==> config.mk <==
export PLATFORM = sky130hd
export DESIGN_NAME = mcyc_sequencer
export DESIGN_NICKNAME = d
export VERILOG_FILES = /design/src/rtl/mseq_pkg.sv /design/src/rtl/mseq_route.sv /design/src/rtl/mseq_len.sv /design/src/rtl/mseq_tcode.sv /design/src/rtl/mcyc_sequencer.sv
export SDC_FILE = /design/constraint.sdc
export NUM_CORES = 1
export LEC_CHECK = 0
export BUFFER_PORTS_ARGS = -buffer_cell sky130_fd_sc_hd__buf_2
export CORE_AREA = 4 4 41 43
export DETAILED_ROUTE_END_ITERATION = 10
export DIE_AREA = 0 0 45 47
export GPL_ROUTABILITY_DRIVEN = 0
export PLACE_DENSITY = 0.77
export SETUP_SLACK_MARGIN = 0.02
export SYNTH_ARGS = -nofsm -noshare
export SYNTH_HDL_FRONTEND = slang
export SYNTH_HIERARCHICAL = 1
export SYNTH_SLANG_ARGS = --single-unit
==> constraint.sdc <==
create_clock -name clk -period 4.9 [get_ports clk]
set_clock_uncertainty 0.1 [all_clocks]
set_input_delay 0.245 -clock clk [delete_from_list [all_inputs] [get_ports clk]]
set_output_delay 0.245 -clock clk [all_outputs]
set_load 0.03 [all_outputs]
==> src/rtl/mseq_pkg.sv <==
package mseq_pkg;
   typedef enum logic [2:0] {
      CYC_M1 = 3'd0,
      CYC_R1 = 3'd1,
      CYC_R2 = 3'd2,
      CYC_W1 = 3'd3,
      CYC_W2 = 3'd4
   } cyc_e;
endpackage

==> src/rtl/mseq_route.sv <==
module mseq_route
   import mseq_pkg::*;
(
   input  cyc_e       cur,
   input  logic       skip_both_n,
   input  logic       skip_first_n,
   input  logic [2:0] end_code_n,
   input  logic       cond_fail,
   input  logic       cond_ret,
   output cyc_e       nxt,
   output logic       is_last
);
   cyc_e nat_end;
   cyc_e forced_end;
   cyc_e eff_end;

   always_comb begin
      unique case (end_code_n)
         3'b111:  nat_end = CYC_M1;
         3'b100:  nat_end = CYC_R1;
         3'b101:  nat_end = CYC_R2;
         3'b110:  nat_end = CYC_W1;
         3'b011:  nat_end = CYC_W2;
         default: nat_end = CYC_M1;
      endcase
   end

   always_comb begin
      if (!cond_fail)    forced_end = CYC_W2;
      else if (cond_ret) forced_end = CYC_M1;
      else               forced_end = CYC_R2;
      eff_end = (forced_end < nat_end) ? forced_end : nat_end;
   end

   always_comb begin
      unique case (cur)
         CYC_M1:  nxt = !skip_both_n ? CYC_W1 : (!skip_first_n ? CYC_R2 : CYC_R1);
         CYC_R1:  nxt = CYC_R2;
         CYC_R2:  nxt = CYC_W1;
         CYC_W1:  nxt = CYC_W2;
         default: nxt = CYC_M1;
      endcase
      is_last = (cur == CYC_W2) || (nxt > eff_end);
   end
endmodule

==> src/rtl/mseq_len.sv <==
module mseq_len
   import mseq_pkg::*;
#(
   parameter int SHORT_FETCH = 4,
   parameter int LONG_FETCH  = 6,
   parameter int MEM_STATES  = 3,
   parameter int TW          = 3
) (
   input  cyc_e          cur,
   input  logic          long_fetch_n,
   output logic [TW-1:0] len
);
   localparam logic [TW-1:0] L_SHORT = TW'(SHORT_FETCH);
   localparam logic [TW-1:0] L_LONG  = TW'(LONG_FETCH);
   localparam logic [TW-1:0] L_MEM   = TW'(MEM_STATES);

   always_comb begin
      if (cur == CYC_M1) len = long_fetch_n ? L_SHORT : L_LONG;
      else               len = L_MEM;
   end
endmodule

==> src/rtl/mseq_tcode.sv <==
module mseq_tcode #(
   parameter int TW      = 3,
   parameter int NSTATE  = 6,
   parameter bit ONEHOT  = 1'b1,
   parameter int OW      = 6
) (
   input  logic [TW-1:0] tcnt,
   output logic [OW-1:0] code
);
   if (ONEHOT) begin : g_onehot
      for (genvar k = 0; k < NSTATE; k++) begin : g_bit
         assign code[k] = (tcnt == TW'(k + 1));
      end
   end else begin : g_binary
      assign code = OW'(tcnt);
   end
endmodule

==> src/rtl/mcyc_sequencer.sv <==
module mcyc_sequencer
   import mseq_pkg::*;
#(
   parameter int SHORT_FETCH = 4,
   parameter int LONG_FETCH  = 6,
   parameter int MEM_STATES  = 3,
   parameter bit T_ONEHOT    = 1'b1,
   localparam int TW  = $clog2(LONG_FETCH + 1),
   localparam int TSW = T_ONEHOT ? LONG_FETCH : TW
) (
   input  logic           clk,
   input  logic           rst,
   input  logic           restart,
   input  logic           skip_both_n,
   input  logic           skip_first_n,
   input  logic           long_fetch_n,
   input  logic [2:0]     end_code_n,
   input  logic           cond_fail,
   input  logic           cond_ret,
   output logic [2:0]     cycle,
   output logic [TSW-1:0] t_state,
   output logic           end_strobe
);
   if (SHORT_FETCH < 1 || LONG_FETCH < SHORT_FETCH) begin : g_bad_fetch
      $error("fetch lengths must satisfy 1 <= SHORT_FETCH <= LONG_FETCH");
   end
   if (MEM_STATES < 1 || MEM_STATES > LONG_FETCH) begin : g_bad_mem
      $error("MEM_STATES must lie between 1 and LONG_FETCH");
   end

   localparam logic [TW-1:0] T_FIRST = TW'(1);

   cyc_e          cyc_q;
   logic [TW-1:0] tcnt;
   cyc_e          nxt;
   logic          is_last;
   logic [TW-1:0] len;
   logic          at_end;

   mseq_route u_route (
      .cur          (cyc_q),
      .skip_both_n  (skip_both_n),
      .skip_first_n (skip_first_n),
      .end_code_n   (end_code_n),
      .cond_fail    (cond_fail),
      .cond_ret     (cond_ret),
      .nxt          (nxt),
      .is_last      (is_last)
   );

   mseq_len #(
      .SHORT_FETCH (SHORT_FETCH),
      .LONG_FETCH  (LONG_FETCH),
      .MEM_STATES  (MEM_STATES),
      .TW          (TW)
   ) u_len (
      .cur          (cyc_q),
      .long_fetch_n (long_fetch_n),
      .len          (len)
   );

   mseq_tcode #(
      .TW     (TW),
      .NSTATE (LONG_FETCH),
      .ONEHOT (T_ONEHOT),
      .OW     (TSW)
   ) u_tcode (
      .tcnt (tcnt),
      .code (t_state)
   );

   assign at_end     = (tcnt == len);
   assign end_strobe = at_end && is_last;
   assign cycle      = cyc_q;

   always_ff @(posedge clk) begin
      if (rst || restart) begin
         cyc_q <= CYC_M1;
         tcnt  <= T_FIRST;
      end else if (at_end) begin
         cyc_q <= is_last ? CYC_M1 : nxt;
         tcnt  <= T_FIRST;
      end else begin
         tcnt  <= tcnt + T_FIRST;
      end
   end
endmodule

## Word level (Yosys, flattened, before mapping)

Cells that the tools add are included.
W data, S select, Z words.

| operators by class | value |
|---|---|
| add/subtract/negate cells | 1 |
| $mul | 0 |
| div/mod/pow operators | 0 |
| $lt $le $gt $ge | 2 |
| equal/unequal tests | 15 |
| shift-type cells | 0 |
| muxes and demuxes | 10 |
| bitwise logic cells | 0 |
| reductions and logical operators | 5 |

Operators by type and width:

| kind | number |
|---|---|
| $pmux W3 S4 | 2 |
| $eq A3 B3 Y1 const B | 7 |
| $eq A3 B2 Y1 const B | 5 |
| $mux W3 | 5 |
| $eq A3 B1 Y1 const B | 2 |
| $mux W2 | 3 |
| $add A3 B1 Y3 const B | 1 |
| $eq A3 B3 Y1 | 1 |
| $gt A3 B3 Y1 | 1 |
| $logic_not A3 Y1 | 1 |
| $lt A3 B3 Y1 | 1 |
| $logic_or A1 B1 Y1 | 2 |
| $reduce_or A2 Y1 | 1 |
| $logic_and A1 B1 Y1 | 1 |

| word-level totals | value |
|---|---|
| register bits after elaboration | 6 |
| bits in latches | 0 |
| bits in writable memories | 0 |
| ROM bits | 0 |
| bits of input ports | 11 |
| output and inout port bits | 10 |
| word-level logic and storage cells | 35 |
| memories kept | 0 |

## Depth between registers and ports, before layout

| depth | value |
|---|---|
| word-level depth | 7 |
| mapped depth | 13 |

## Modules after synthesis

Netlist, hierarchy kept.

By module, submodules not included:

| module | instances | cells an instance | area each (um^2) |
|---|---|---|---|
| mcyc_sequencer | 1 | 28 | 281.5 |
| mseq_route | 1 | 37 | 232.7 |
| mseq_tcode | 1 | 6 | 52.6 |
| mseq_len | 1 | 3 | 22.5 |

## Worst setup path before layout

OpenSTA, ideal clock, no wires.

| timing | value |
|---|---|
| path kind | input -> output |
| start point | in end_code_n[0] |
| end point | out end_strobe |
| arrival | 2035 ps |
| required time | 4555 ps |
| slack | 2520 ps |
| stages | 11 |
| path buffers | 0 |
| cells stage by stage | nand2_1 -> or2_1 -> ha_1 -> a21oi_1 -> o21ai_1 -> mux2i_1 -> ha_1 -> nand3_1 -> o21ai_0 -> o21ai_1 -> and2_1 |

| on the way | value |
|---|---|
| longest elaborated chain between the ends | 7 |
| elaborated cells between the ends (all ways) | 10 |
| classes of those cells | order compare: 2; eq/ne: 4; mux: 2; reduce/logical: 2 |

Ends and longest elaborated chain:

| what | RTL line | source |
|---|---|---|
| start: declaration | mcyc_sequencer.sv:17 | `input logic [2:0] end_code_n,` |
| $eq A3 B2 Y1 or $eq A3 B3 Y1 (tied branches) | mseq_route.sv:18 | `unique case (end_code_n)` |
| $pmux W3 S4 * | mseq_route.sv:18 |  |
| $lt A3 B3 Y1 | mseq_route.sv:32 | `eff_end = (forced_end < nat_end) ? forced_end : nat_end;` |
| $mux W3 * | mseq_route.sv:32 |  |
| $gt A3 B3 Y1 * | mseq_route.sv:43 | `is_last = (cur == CYC_W2) \|\| (nxt > eff_end);` |
| $logic_or A1 B1 Y1 * | mseq_route.sv:43 |  |
| named net is_last | mcyc_sequencer.sv:36 | `logic is_last;` |
| $logic_and A1 B1 Y1 * | mcyc_sequencer.sv:73 | `assign end_strobe = at_end && is_last;` |
| end: declaration | mcyc_sequencer.sv:22 | `output logic end_strobe` |

Mark *: on every way through the listed nets, which the timed path passes. The rest lies on a longest branch.

## Worst setup path after layout

Ends and elaborated chain as after synthesis.

==> results.tsv <==
metric	value	unit
clk buf depth	2	
largest cells by area after synthesis	dfxtp_1 (20%), ha_1 (15%), mux2i_1 (6.8%)	
HP Class	primary input to register	
Tmin final	2678	ps
setup TNS	0	ps
Post-CTS Hold Fix Bufs	0	
placed cells	108	
Max Fclk	0.3734	GHz
Starting DRT DRC Count	10	
count of unique library cells instantiated by Yosys	26	
Rel. slew slack	67.62	%
most frequent cells after synthesis	ha_1 (7), inv_1 (7), nand2_1 (7)	
syn nets	92	
die area	2115	µm²
clk_lat worst skew	240	ps
IO Count	21	
status	complete, no violations	
Die Wd	45	µm
vias in the first global route	475	
largest net degree at the start of global routing	11	
CP endpoint kind	output pin	
async set or reset register ratio after synthesis	0	%
final max-slew violation count	0	
Synth top area share	20.38	%
vias	575	
Yosys top cell by area	dfxtp_1	
Leakage	0.3691	nW
vias per cell	5.180	
Ys Warns	6	
routed length per instance	10.46	µm
max_cap viols	0	
Post-CTS Setup Bufs	0	
Overflow after GRT	0	
Seq/Total Area, Yosys	20.38	%
Max VDD drop	0.08896	mV
drt drc	0	
CP Max Fanout	4	
unrepaired setup endpoints after global routing	no	
num rows	13	
Final Instance Area	719.4	µm²
post-route insts no fill	111	
worst endpoint required time	4550	ps
Post-synth EDFFs	0	
Avg Cell Area, Syn	7.964	µm²
Detailed Route WL	1161	µm
fill count	136	
layout cells sized above 1	28.13	%
Post-Place Worst Slack	2203	ps
clk sinks	6	
Setup Viol. Count Final	0	
Final HPWL DP	938.2	µm
#FFs+latches synth	6	
Post-DRT Antenna Nets	0	
post_cts resized	0	
initial antenna violation count	0	
CTS tree	built	
ys flop type	dfxtp_1	
synthesized area	589.3	µm²
initial core utilization	45.29	%
post-place instance area	696.9	µm²
final net count	116	
Syn-to-layout area delta	22.08	%
clk slew on worst S/H paths	40	ps
GRT Util Overall	12.41	%
worst-margin pin slew	483.9	ps
P per Cell Area	185.0	nW/µm²
Crit Path Class	primary input to output pin	
CTS Root Cell	clkbuf_4	
# diodes	0	
Worst Slack Setup Final	2222	ps
Synth Instances	74	
final core occ	55.29	%
CP Launch Type	primary input	
Core ar.	1301	µm²
First-pass DRT Iterations	4	
Port Buf Inserts	20	
global-route wire length before repair	1883	µm
number of buffers created by CTS	3	
# H-tree levels	1	
Die Y	47	µm
count of final hold-check violations	0	
CP arrival	2330	ps
final worst path period share	54.65	%
## final timing paths
kind | cells after the start | start | slack [ps] | end
min | 3 | rst | 220 | tcnt[0]$_SDFF_PP1_
max | 13 | end_code_n[0] | 2220 | end_strobe
max reg2reg | 7 | cycle[1]$_SDFFE_PP0N_ | 2930 | cycle[1]$_SDFFE_PP0N_
min reg2reg | 1 | tcnt[0]$_SDFF_PP1_ | 400 | tcnt[0]$_SDFF_PP1_
## power breakdown
part | switching (W) | leakage [nW] | internal [W]
clock | 0.0000178 | 0.0138 | 0.0000277
sequential | 0.00000263 | 0.0488 | 0.0000503
combinational | 0.0000178 | 0.306 | 0.0000168
## per-stage QoR
step	total power, W	hold slack [ps]
2_1_floorplan	0.00007887	339.5
3_3_place_gp	0.00008762	390.4
3_5_place_dp	0.00008907	394.8
4_1_cts	0.0001365	209.5
5_1_grt	0.0001430	235.6
6_report	0.0001331	215.6
## cell type report
cell class / count / area, µm² / area share (%)
tap: 15 / 18.77 / 2.609
timing repair buffer: 20 / 100.1 / 13.91
clock buffer: 3 / 22.52 / 3.130
sequential: 6 / 120.1 / 16.70
inverter: 7 / 26.28 / 3.652
multi-input combinational: 60 / 431.7 / 60.00
## state kept, by name (all words and copies together), names as in the netlist
signal,flops
tcnt,3
cycle,3
## routing by layer
metal / global-route usage, % / wire, µm / vias to the layer above
met5: 0 / 0 / -
met4: 7.018 / 25 / 0
met3: 4.598 / 95 / 4
met2: 21.19 / 561 / 19
met1: 13.21 / 479 / 251
li1: - / - / 301
## cells by family after synthesis
| family | synth area share (%) |
|---|---|
| compound gates | 7.855 |
| buf+inv | 6.370 |
| flops | 20.38 |
| fa+ha+maj | 14.86 |
| simple gates | 36.31 |
| mux | 6.794 |
| xor+xnor | 7.432 |
## critical path, stage by stage
cell	delay, ps
buf_2	110
nand2_1	50
or2_1	220
ha_1	290
a21oi_1	190
o21ai_1	100
mux2i_1	170
ha_1	260
nand3_1	70
o21ai_0	70
o21ai_1	210
and2_1	160
buf_2	190
## placed cells by master, fill, tap and decap left out, types with 3 or more instances in the layout
master    instances
and3b_2           3
clkbuf_4          3
buf_2            20
nor3b_1           3
nand2_1           7
mux2i_1           4
xnor2_1           3
o21ai_1           3
dfxtp_1           6
nand3_1           3
nor2_1            5
ha_1              7
inv_1             7
and3_1            3
nand3b_1          3
Note: power is estimated with default switching activity, not from simulation.
